**src/rtl/tgs_pkg.sv**
```systemverilog
package tgs_pkg;
  localparam int FLAG_LAST = 16;
  localparam int FLAG_INS  = 17;
  localparam int FLAG_CHG  = 18;

  localparam logic [1:0] REGION_CTRL = 2'd0;
  localparam logic [1:0] REGION_A    = 2'd1;
  localparam logic [1:0] REGION_B    = 2'd2;

  localparam int CW_CMD    = 0;
  localparam int CW_START  = 1;
  localparam int CW_CHANGE = 2;

  typedef enum logic [2:0] {
    CMD_NONE  = 3'd0,
    CMD_GUARD = 3'd1,
    CMD_EN_A  = 3'd2,
    CMD_EN_B  = 3'd3,
    CMD_OFF   = 3'd4
  } cmd_e;
endpackage

```
**src/rtl/tgs_bank.sv**
```systemverilog
module tgs_bank #(
  parameter int NUM_GATES = 8,
  parameter int SLOTS     = 8,
  localparam int IDX_W    = $clog2(SLOTS),
  localparam int EW       = NUM_GATES + 3
) (
  input  logic             clk,
  input  logic             rst_n,
  input  logic             we_i,
  input  logic [IDX_W-1:0] slot_i,
  input  logic             word_i,
  input  logic [31:0]      wdata_i,
  input  logic [IDX_W-1:0] rd_idx_i,
  output logic [EW-1:0]    rd_ent_o,
  output logic [31:0]      rd_iv_o
);
  import tgs_pkg::*;

  logic [EW-1:0] props_q [SLOTS];
  logic [31:0]   ivs_q   [SLOTS];

  always_ff @(posedge clk) begin
    if (!rst_n) begin
      for (int i = 0; i < SLOTS; i++) begin
        props_q[i] <= '0;
        ivs_q[i]   <= '0;
      end
    end else if (we_i) begin
      if (word_i)
        ivs_q[slot_i] <= wdata_i;
      else
        props_q[slot_i] <= {wdata_i[FLAG_CHG], wdata_i[FLAG_INS],
                            wdata_i[FLAG_LAST], wdata_i[NUM_GATES-1:0]};
    end
  end

  assign rd_ent_o = props_q[rd_idx_i];
  assign rd_iv_o  = ivs_q[rd_idx_i];
endmodule

```
**src/rtl/tgs_guard.sv**
```systemverilog
module tgs_guard #(
  parameter int GUARD_CYCLES = 1024,
  localparam int CNT_W       = $clog2(GUARD_CYCLES + 1)
) (
  input  logic clk,
  input  logic rst_n,
  input  logic arm_i,
  input  logic en_i,
  output logic accept_o,
  output logic timeout_o
);
  logic [CNT_W-1:0] cnt_q;
  logic             on_q;
  logic             late_q;

  always_ff @(posedge clk) begin
    if (!rst_n) begin
      cnt_q  <= '0;
      on_q   <= 1'b0;
      late_q <= 1'b0;
    end else if (arm_i) begin
      on_q  <= 1'b1;
      cnt_q <= CNT_W'(GUARD_CYCLES);
    end else if (en_i) begin
      on_q   <= 1'b0;
      late_q <= 1'b0;
    end else if (on_q) begin
      if (cnt_q <= CNT_W'(1)) begin
        on_q   <= 1'b0;
        late_q <= 1'b1;
      end else begin
        cnt_q <= cnt_q - 1'b1;
      end
    end
  end

  assign accept_o  = en_i && !late_q;
  assign timeout_o = late_q;

  AST_ENABLE_CLEARS_LATE: assert property (@(posedge clk) disable iff (!rst_n)
    en_i |=> !timeout_o);
  AST_LATE_NEEDS_WINDOW: assert property (@(posedge clk) disable iff (!rst_n)
    $rose(timeout_o) |-> $past(on_q));
endmodule

```
**src/rtl/tgs_seq.sv**
```systemverilog
module tgs_seq #(
  parameter int NUM_GATES = 8,
  parameter int SLOTS     = 8,
  localparam int IDX_W    = $clog2(SLOTS),
  localparam logic [IDX_W-1:0] RES = IDX_W'(SLOTS - 1)
) (
  input  logic                 clk,
  input  logic                 rst_n,
  input  logic [31:0]          time_i,
  input  logic [31:0]          start_t_i,
  input  logic [31:0]          change_t_i,
  input  logic                 en_i,
  input  logic                 en_bank_i,
  input  logic                 off_i,
  input  logic [NUM_GATES-1:0] ent_mask_i,
  input  logic                 ent_last_i,
  input  logic                 ent_ins_i,
  input  logic                 ent_chg_i,
  input  logic [31:0]          ent_iv_i,
  output logic                 rd_bank_o,
  output logic [IDX_W-1:0]     rd_idx_o,
  output logic [NUM_GATES-1:0] gate_o,
  output logic                 run_o,
  output logic                 bank_o
);
  logic                 run_q, bank_q, target_q;
  logic                 arm_start_q, arm_chg_q, trig_q;
  logic                 fl_last_q, fl_ins_q, fl_chg_q;
  logic [IDX_W-1:0]     idx_q;
  logic [31:0]          bound_q;
  logic [NUM_GATES-1:0] gate_q;
  logic                 nb;
  logic [IDX_W-1:0]     ni;
  logic                 start_hit, bound_hit, chg_hit;

  // choice of the entry that follows the current one
  always_comb begin
    nb = bank_q;
    ni = IDX_W'(idx_q + 1'b1);
    if (!run_q) begin
      nb = target_q;
      ni = '0;
    end else if (idx_q == RES && fl_chg_q) begin
      nb = target_q;
      ni = '0;
    end else if (trig_q && fl_ins_q) begin
      ni = RES;
    end else if (trig_q) begin
      nb = target_q;
      ni = '0;
    end else if (fl_last_q) begin
      ni = '0;
    end
  end

  assign start_hit = !run_q && arm_start_q && (time_i == start_t_i);
  assign bound_hit = run_q && (time_i == bound_q);
  assign chg_hit   = arm_chg_q && (time_i == change_t_i);

  always_ff @(posedge clk) begin
    if (!rst_n) begin
      run_q <= 1'b0; bank_q <= 1'b0; target_q <= 1'b0;
      arm_start_q <= 1'b0; arm_chg_q <= 1'b0; trig_q <= 1'b0;
      fl_last_q <= 1'b0; fl_ins_q <= 1'b0; fl_chg_q <= 1'b0;
      idx_q <= '0; bound_q <= '0; gate_q <= '1;
    end else if (off_i) begin
      run_q <= 1'b0; arm_start_q <= 1'b0; arm_chg_q <= 1'b0;
      trig_q <= 1'b0; gate_q <= '1;
    end else begin
      if (en_i) begin
        target_q <= en_bank_i;
        if (run_q) arm_chg_q <= 1'b1;
        else       arm_start_q <= 1'b1;
      end
      if (start_hit || bound_hit) begin
        bank_q    <= nb;
        idx_q     <= ni;
        gate_q    <= ent_mask_i;
        bound_q   <= time_i + ent_iv_i;
        fl_last_q <= ent_last_i;
        fl_ins_q  <= ent_ins_i;
        fl_chg_q  <= ent_chg_i;
      end
      if (start_hit) begin
        run_q       <= 1'b1;
        arm_start_q <= 1'b0;
        trig_q      <= 1'b0;
      end else if (bound_hit) begin
        trig_q <= chg_hit;
        if (chg_hit) arm_chg_q <= 1'b0;
      end
    end
  end

  assign rd_bank_o = nb;
  assign rd_idx_o  = ni;
  assign gate_o    = gate_q;
  assign run_o     = run_q;
  assign bank_o    = bank_q;

  AST_IDLE_GATES_OPEN: assert property (@(posedge clk) disable iff (!rst_n)
    !run_q |-> (gate_q == '1));
  AST_OFF_STOPS: assert property (@(posedge clk) disable iff (!rst_n)
    off_i |=> (!run_q && gate_q == '1));
  AST_START_ON_TIME: assert property (@(posedge clk) disable iff (!rst_n)
    $rose(run_q) |-> ($past(time_i) == $past(start_t_i)));
  AST_HOLD_BETWEEN: assert property (@(posedge clk) disable iff (!rst_n)
    (run_q && time_i != bound_q && !off_i) |=> $stable(gate_q));
endmodule

```
**src/rtl/tx_gate_sched.sv**
```systemverilog
module tx_gate_sched #(
  parameter int NUM_GATES    = 8,
  parameter int SLOTS        = 8,
  parameter int GUARD_CYCLES = 1024,
  localparam int WORD_W      = $clog2(2 * SLOTS),
  localparam int ADDR_W      = WORD_W + 2
) (
  input  logic                 clk,
  input  logic                 rst_n,
  input  logic [31:0]          time_i,
  input  logic                 reg_we,
  input  logic [ADDR_W-1:0]    reg_addr,
  input  logic [31:0]          reg_wdata,
  output logic [NUM_GATES-1:0] gate_o,
  output logic                 running_o,
  output logic                 bank_o,
  output logic                 timeout_o
);
  import tgs_pkg::*;

  localparam int IDX_W = $clog2(SLOTS);
  localparam int EW    = NUM_GATES + 3;

  logic [1:0]        region;
  logic [WORD_W-1:0] word;
  logic              ctl_we, cmd_we;
  cmd_e              cmd;
  logic              arm_guard, en_req, en_ok, off_cmd;
  logic [31:0]       start_t_q, change_t_q;
  logic              rd_bank;
  logic [IDX_W-1:0]  rd_idx;
  logic [EW-1:0]     ent_arr [2];
  logic [31:0]       iv_arr  [2];
  logic [EW-1:0]     ent;

  assign region    = reg_addr[ADDR_W-1:WORD_W];
  assign word      = reg_addr[WORD_W-1:0];
  assign ctl_we    = reg_we && (region == REGION_CTRL);
  assign cmd_we    = ctl_we && (word == WORD_W'(CW_CMD));
  assign cmd       = cmd_e'(reg_wdata[2:0]);
  assign arm_guard = cmd_we && (cmd == CMD_GUARD);
  assign en_req    = cmd_we && (cmd == CMD_EN_A || cmd == CMD_EN_B);
  assign off_cmd   = cmd_we && (cmd == CMD_OFF);

  always_ff @(posedge clk) begin
    if (!rst_n) begin
      start_t_q  <= '0;
      change_t_q <= '0;
    end else if (ctl_we) begin
      if (word == WORD_W'(CW_START))  start_t_q  <= reg_wdata;
      if (word == WORD_W'(CW_CHANGE)) change_t_q <= reg_wdata;
    end
  end

  for (genvar b = 0; b < 2; b++) begin : g_bank
    tgs_bank #(.NUM_GATES(NUM_GATES), .SLOTS(SLOTS)) u_bank (
      .clk     (clk),
      .rst_n   (rst_n),
      .we_i    (reg_we && region == ((b == 0) ? REGION_A : REGION_B)),
      .slot_i  (reg_addr[WORD_W-1:1]),
      .word_i  (reg_addr[0]),
      .wdata_i (reg_wdata),
      .rd_idx_i(rd_idx),
      .rd_ent_o(ent_arr[b]),
      .rd_iv_o (iv_arr[b])
    );
  end

  assign ent = ent_arr[rd_bank];

  tgs_guard #(.GUARD_CYCLES(GUARD_CYCLES)) u_guard (
    .clk      (clk),
    .rst_n    (rst_n),
    .arm_i    (arm_guard),
    .en_i     (en_req),
    .accept_o (en_ok),
    .timeout_o(timeout_o)
  );

  tgs_seq #(.NUM_GATES(NUM_GATES), .SLOTS(SLOTS)) u_seq (
    .clk       (clk),
    .rst_n     (rst_n),
    .time_i    (time_i),
    .start_t_i (start_t_q),
    .change_t_i(change_t_q),
    .en_i      (en_ok),
    .en_bank_i (cmd == CMD_EN_B),
    .off_i     (off_cmd),
    .ent_mask_i(ent[NUM_GATES-1:0]),
    .ent_last_i(ent[NUM_GATES]),
    .ent_ins_i (ent[NUM_GATES+1]),
    .ent_chg_i (ent[NUM_GATES+2]),
    .ent_iv_i  (iv_arr[rd_bank]),
    .rd_bank_o (rd_bank),
    .rd_idx_o  (rd_idx),
    .gate_o    (gate_o),
    .run_o     (running_o),
    .bank_o    (bank_o)
  );
endmodule

```
**config.mk**
```make
export PLATFORM = sky130hd
export DESIGN_NAME = tx_gate_sched
export DESIGN_NICKNAME = d
export VERILOG_FILES = /design/src/rtl/tgs_pkg.sv /design/src/rtl/tgs_bank.sv /design/src/rtl/tgs_guard.sv /design/src/rtl/tgs_seq.sv /design/src/rtl/tx_gate_sched.sv
export SDC_FILE = /design/constraint.sdc
export NUM_CORES = 2
export LEC_CHECK = 0
export ABC_CLOCK_PERIOD_IN_PS = 7200
export BUFFER_PORTS_ARGS = -buffer_cell sky130_fd_sc_hd__buf_2
export CORE_UTILIZATION = 45
export DETAILED_ROUTE_END_ITERATION = 12
export PLACE_DENSITY = 0.71
export SETUP_SLACK_MARGIN = 0.5
export SYNTH_ARGS = -nofsm -noshare
export SYNTH_HDL_FRONTEND = slang
export SYNTH_SLANG_ARGS = --single-unit
```
**constraint.sdc**
```tcl
create_clock -name clk -period 7.2 [get_ports clk]
set_clock_uncertainty 0.1 [all_clocks]
set_input_delay 2.16 -clock clk [delete_from_list [all_inputs] [get_ports clk]]
set_output_delay 2.16 -clock clk [all_outputs]
set_load 0.01 [all_outputs]
```
# Yosys cells after proc, flatten, opt, wreduce, memory -nomap -nowiden
# Memories as Yosys holds them, arrays and structs flattened.
# Cells that the tools add are included.
dict set report classes {
  add_sub_neg 3
  order_cmp 2
  eq_ne 14
  mux 58
  bitwise 7
  n_reduce_logical 38
}
# cell count
set ops {}
lappend ops {{32-bit two-way mux} 5}
lappend ops {{11-bit two-way mux} 9}
lappend ops {{32-bit equality test} 3}
lappend ops {{32-bit OR reduction} 2}
lappend ops {{1-bit two-way mux} 35}
lappend ops {{32-bit adder} 1}
lappend ops {{3-bit two-way mux} 9}
lappend ops {{11-bit OR reduction} 2}
lappend ops {{1-bit logical AND} 14}
lappend ops {{11-bit by 1-bit less-or-equal comparator with 1-bit output (second input constant)} 1}
lappend ops {{11-bit by 1-bit subtractor with 11-bit output (second input constant)} 1}
lappend ops {{2-bit AND reduction} 5}
lappend ops {{3-bit AND reduction} 3}
lappend ops {{3-bit by 2-bit equality test with 1-bit output (second input constant)} 2}
lappend ops {{3-bit equality test (second input constant)} 2}
lappend ops {{1-bit inverter} 6}
lappend ops {{2-bit nonzero test} 3}
lappend ops {{4-bit by 1-bit equality test with 1-bit output (second input constant)} 1}
lappend ops {{4-bit by 2-bit equality test with 1-bit output (second input constant)} 1}
lappend ops {{4-bit logical NOT} 1}
lappend ops {{2-bit inequality test (second input constant)} 2}
lappend ops {{2-bit OR reduction} 2}
lappend ops {{3-bit by 1-bit adder with 3-bit output (second input constant)} 1}
lappend ops {{3-bit by 1-bit equality test with 1-bit output (second input constant)} 1}
lappend ops {{other kinds (8)} 10}
dict set report word_totals {
  reg_bits 129
  mem_bits_rw 688
  out_inout_bits 11
  wordCells 144
  memories 4
}
# name depth word_bits read_ports rd_ports_with_merged_regs wr line
set memory_table {}
lappend memory_table {{g_bank[0].u_bank.ivs_q} 8 32 1 0 8 tgs_bank.sv:20} ;# logic [31:0] ivs_q [SLOTS];
lappend memory_table {{g_bank[1].u_bank.ivs_q} 8 32 1 0 8 tgs_bank.sv:20}
lappend memory_table {{g_bank[0].u_bank.props_q} 8 11 1 0 8 tgs_bank.sv:19} ;# logic [EW-1:0] props_q [SLOTS];
lappend memory_table {{g_bank[1].u_bank.props_q} 8 11 1 0 8 tgs_bank.sv:19}

# Longest topological paths before layout
# An unclocked memory read counts as a cell.
dict set report depth {
  word_depth 11
  ltp_mapped 22
}

# Cells and area by module
# From an unflattened synthesis, not the netlist that was laid out.
dict set report hier_totals {
  hier_cells 2935
  hier_area_um2 39441.6
}
# mod n_inst cells_each area_per_inst_um2 seq_area_each_um2
set by_module_without_submodules {}
lappend by_module_without_submodules {{tgs_bank at g_bank[0].u_bank} 1 988 15496.1 10329.9}
lappend by_module_without_submodules {{tgs_bank at g_bank[1].u_bank} 1 988 15493.6 10329.9}
lappend by_module_without_submodules {tgs_seq 1 579 4740.8 1041.0}
lappend by_module_without_submodules {tx_gate_sched 1 303 3011.6 1281.2}
lappend by_module_without_submodules {tgs_guard 1 77 699.4 260.2}

# Worst setup path after synthesis
# Ideal clock, no wire load.
dict set report synth_timing {
  path_type {input-to-reg}
  startpoint {input reg_addr[2]}
  endpoint {memory g_bank[0].u_bank.ivs_q[2][0] (enable)}
  t_arrival_ns 5.307
  required_ns 6.634
  setup_slack_ns 1.328
  path_stages 4
  path_cell_list {clkbuf_1 > or3b_2 > clkbuf_1 > o21ai_0}
}
# item line
set synth_rtl {}
lappend synth_rtl {{from (decl)} tx_gate_sched.sv:12} ;# input logic [ADDR_W-1:0] reg_addr,
lappend synth_rtl {{to (decl)} tgs_bank.sv:20}

# Final worst setup path
dict set report layout_timing {
  startpoint {register u_seq.idx_q[0]}
  endpoint {register u_seq.bound_q[28]}
}
dict set report layout_via {
  elab_chain_cells 11
}
# item line
set layout_lines {}
lappend layout_lines {{from (decl)} tgs_seq.sv:29} ;# logic [IDX_W-1:0] idx_q;
lappend layout_lines {{from (signal assigned)} tgs_seq.sv:77} ;# idx_q <= ni;
lappend layout_lines {{3-bit by 1-bit adder with 3-bit output} tgs_seq.sv:39} ;# ni = IDX_W'(idx_q + 1'b1);
lappend layout_lines {{3-bit two-way mux} tgs_seq.sv:51} ;# end else if (fl_last_q) begin
lappend layout_lines {{3-bit two-way mux} tgs_seq.sv:48} ;# end else if (trig_q) begin
lappend layout_lines {{3-bit two-way mux} tgs_seq.sv:46} ;# end else if (trig_q && fl_ins_q) begin
lappend layout_lines {{3-bit two-way mux} tgs_seq.sv:43} ;# end else if (idx_q == RES && fl_chg_q) begin
lappend layout_lines {{3-bit two-way mux} tgs_seq.sv:40} ;# if (!run_q) begin
lappend layout_lines {{memory read 8 x 32 bit} -}
lappend layout_lines {{32-bit two-way mux (implied by the code) (*) (3 in a row)} tx_gate_sched.sv:93} ;# .ent_iv_i (iv_arr[rd_bank]),
lappend layout_lines {{32-bit adder (*)} tgs_seq.sv:79} ;# bound_q <= time_i + ent_iv_i;
lappend layout_lines {{to (signal assigned)} tgs_seq.sv:79}
lappend layout_lines {{to (decl)} tgs_seq.sv:30} ;# logic [31:0] bound_q;
# Mark *: on every way between the ends. The rest lies on a longest branch, timed or not. The select of a mux whose other input is x is not followed.
# A chain may end at the register's enable or synchronous reset.

==> impl_metrics.yaml <==
run_status:
  outcome: "finished clean"
timing:
  fmax_ghz: 0.157
  fin_crit_ns: 6.35
  slew_viol_final: 0
  setup_viol: 0
  fin_setup_tns_ns: 0
  tightest_slew_ns: 1.09
  timing.final.crit_share: 0.882
  maxSlewHeadroom: 0.264
  grt_setup_unrepaired: "no"
  hold_violations: 0
route:
  drtIter0Drc: 3582
  antenna_left: 0
  vias: 28000
  wl_per_cell_um: 23.0
  drt_first_pass_iters: 10
  m1WireLength_um: 45700
  route.met2.wl_um: 51900
  wirelength_um: 111000
  top_layer: "met5"
  drc: 0
  wl_met3_um: 10500
  vias_per_cell: 5.78
cells_and_area:
  multi_input_area_mm2: 0.0149
  final_cell_area_mm2: 0.0434
  ff_latch_area_mm2: 0.0232
  nets: 3731
  fin_cells: 4839
  n_fill_cell: 7399
  syn2layout_area_growth_pct: 11.1
  layout-drive-gt1-share: 0.103
logic_synthesis:
  yosysUniqueCellTypes: 73
  ys_seq_area_frac: 0.594
  synth.cell_area_mm2: 0.0391
  avgSynthCellArea_um2: 10.7
  synthFlopType: "edfxtp_1"
  yosys_warnings: 0
  synth_cells: 3664
  synth_nets: 3773
  synth-seq-cells: 817
  synth_edf_count: 688
  synth-async-reset-ratio: 0
die:
  core_mm2: 0.0857
  io_pins: 84
  die_width_um: 297
  die_h_um: 297
  rows: 107
  start_util: 0.456
  dieArea_mm2: 0.0881
global_routing:
  grt.overflow.total: 0
  grt_usage: 0.247
  antenna_found_initial: 7
  grt_pass1_wl_um: 166000
  grt_max_degree: 126
  first_global_vias: 26500
power:
  p_leak_uw: 0.0159
  vdd_drop_max_mv: 0.168
  p_per_area_mw_per_mm2: 238
  totalPowerFinal_uw: 10300
hold_path:
  hold_depth: 2
  hold_class: "register to register"
critical_path:
  cp.arrival_ns: 6.77
  cp_common_cell: "ha_1"
  cp-start-kind: "register"
  cp_cell_sequence: "ha_1 -> ha_1 -> a21boi_2 -> o211ai_1 -> nor2_4 -> buf_4 -> buf_4 -> a221oi_1 -> mux2_2 -> o21ai_0 -> ha_1 -> a21o_1 -> a21o_1 -> a221o_1 -> a22o_1 -> o21ai_0 -> a2111oi_4 -> a311o_1"
  required_ns: 7.62
  critPathMaxFanout: 45
  cp-end-kind: "register"
  worst_path_largest_cell_delay_ns: 0.56
  cp_slowest_cell: "buf_4"
  rr_worst_depth: 18
  critPathKind: "register to register"
cts:
  clock_path_buffers: 3
  postCtsSetupRepairBufs: 0
  cts_resized: 0
  cts_inserted_buffers: 82
  cts_tree: "built"
  clock_sinks: 817
  htree_levels: 3
  clk_pin_slew_ns: 0.06
  cts_hold_buf: 0
  insertion_delay_ns: 0.64
  clock-root-buffer: "clkbuf_16"
placement:
  gp_congestion: 0.908
  post-dp-hpwl_um: 69200
  postPlaceCellArea_mm2: 0.0408
  dp_cells: 4682
  numPortBuffers: 83
run:
  cap_violations: 0
[worst max-delay path: cells and delay by family (launching register included)]
family                     cells  cell delay, ns
AOI/OAI and AO/OA             11            3.16
buffers and inverters          2            1.09
DFF                            1            0.34
muxes                          1            0.31
adders and majority gates      3            0.78
and+or+nand+nor                1            0.42
[path summary, 6_finish.rpt]
kind / end / slack, ns / startpoint
worst min register to register: u_seq.bound_q[4] / 0.36 / u_seq.bound_q[4]
worst min-delay path: u_seq.bound_q[4] / 0.36 / u_seq.bound_q[4]
worst max register to register: u_seq.bound_q[28] / 0.85 / u_seq.idx_q[0]
worst max-delay path: u_seq.bound_q[28] / 0.85 / u_seq.idx_q[0]
[final cells by class]
type | instances | area share
Antenna cell | 4 | 0.000230
Clock buffer | 106 | 0.0505
Clock inverter | 47 | 0.0108
Inverter | 11 | 0.000979
Multi-Input combinational cell | 2537 | 0.344
Sequential cell | 817 | 0.535
Tap cell | 1144 | 0.0329
Timing Repair Buffer | 173 | 0.0257
[cells by family (layout without fill, tap and decap cells)]
logic type	Yosys count	count (layout)	synth area share
multiplexers	44	44	0.0123
flip-flops	817	817	0.594
AO/OA/AOI/OAI	581	581	0.0978
other	0	4	0
XOR/XNOR	125	125	0.0282
adder cells (fa/ha/maj)	36	36	0.0117
AND/OR/NAND/NOR	1751	1751	0.225
buffers and inverters	310	337	0.0305
[state kept, by name, summed over array words and instances (netlist names), 3 cells and up]
| signal | count |
|---|---|
| change_t_q | 32 |
| g_bank.u_bank.ivs_q | 512 |
| g_bank.u_bank.props_q | 176 |
| start_t_q | 32 |
| u_guard.cnt_q | 11 |
| u_seq.bound_q | 32 |
| u_seq.gate_o | 8 |
| u_seq.idx_q | 3 |
[synth_stat cells, types with 62 or more instances]
| cell type | instances | share of area |
|---|---|---|
| clkbuf_1 | 278 | 0.027 |
| o21ai_0 | 149 | 0.019 |
| and2_1 | 694 | 0.11 |
| dfxtp_1 | 129 | 0.066 |
| edfxtp_1 | 688 | 0.53 |
| xnor2_1 | 71 | 0.016 |
| a221oi_1 | 64 | 0.014 |
| nor2_1 | 137 | 0.013 |
| a21oi_1 | 188 | 0.024 |
| nand2_1 | 707 | 0.068 |
| a222oi_1 | 62 | 0.016 |
| nand3_1 | 79 | 0.010 |
[metrics by stage]
| stage | setup slack (ns) | hold slack, ns | utilization |
|---|---|---|---|
| after CTS | 0.945 | 0.363 | 0.507 |
| after global routing | 0.568 | 0.377 | 0.507 |
| after floorplan | 1.33 | 0.336 | - |
| final | 0.847 | 0.362 | 0.507 |
| after global placement | 1.14 | 0.346 | 0.476 |
| after detailed placement | 0.961 | 0.356 | 0.476 |
[power by group]
part / switching [µW] / leakage (µW) / internal [µW] / total (µW)
registers: 58.3 / 0.00758 / 5320 / 5380
logic: 461 / 0.00698 / 184 / 646
clock network: 1860 / 0.00130 / 2450 / 4310
total: 2370 / 0.0159 / 7960 / 10300
[placed cells by master (no fill, tap or decap), types with 15 or more instances in the layout]
cell type	n
nand2_1	707
and2_1	693
edfxtp_1	688
a21oi_1	188
o21ai_0	133
dfxtp_1	129
nor2_1	118
buf_4	88
buf_2	83
clkbuf_16	82
nand3_1	78
xnor2_1	71
a221oi_1	64
a222oi_1	62
xor2_1	53
ha_1	35
mux2_2	31
o211ai_1	25
nand4_1	21
nor3_1	21
nor4_1	19
clkbuf_1	18
o21ai_4	16
nor2_2	16
clkinv_1	16
a21o_1	15
[per-layer routing]
layer,vias to the layer above,global-route usage
met4,8,0.0857
met3,195,0.0383
li1,12800,-
met1,13700,0.347
met2,1326,0.389
met5,-,0
No activity file was read; power rests on OpenSTA's default activity.
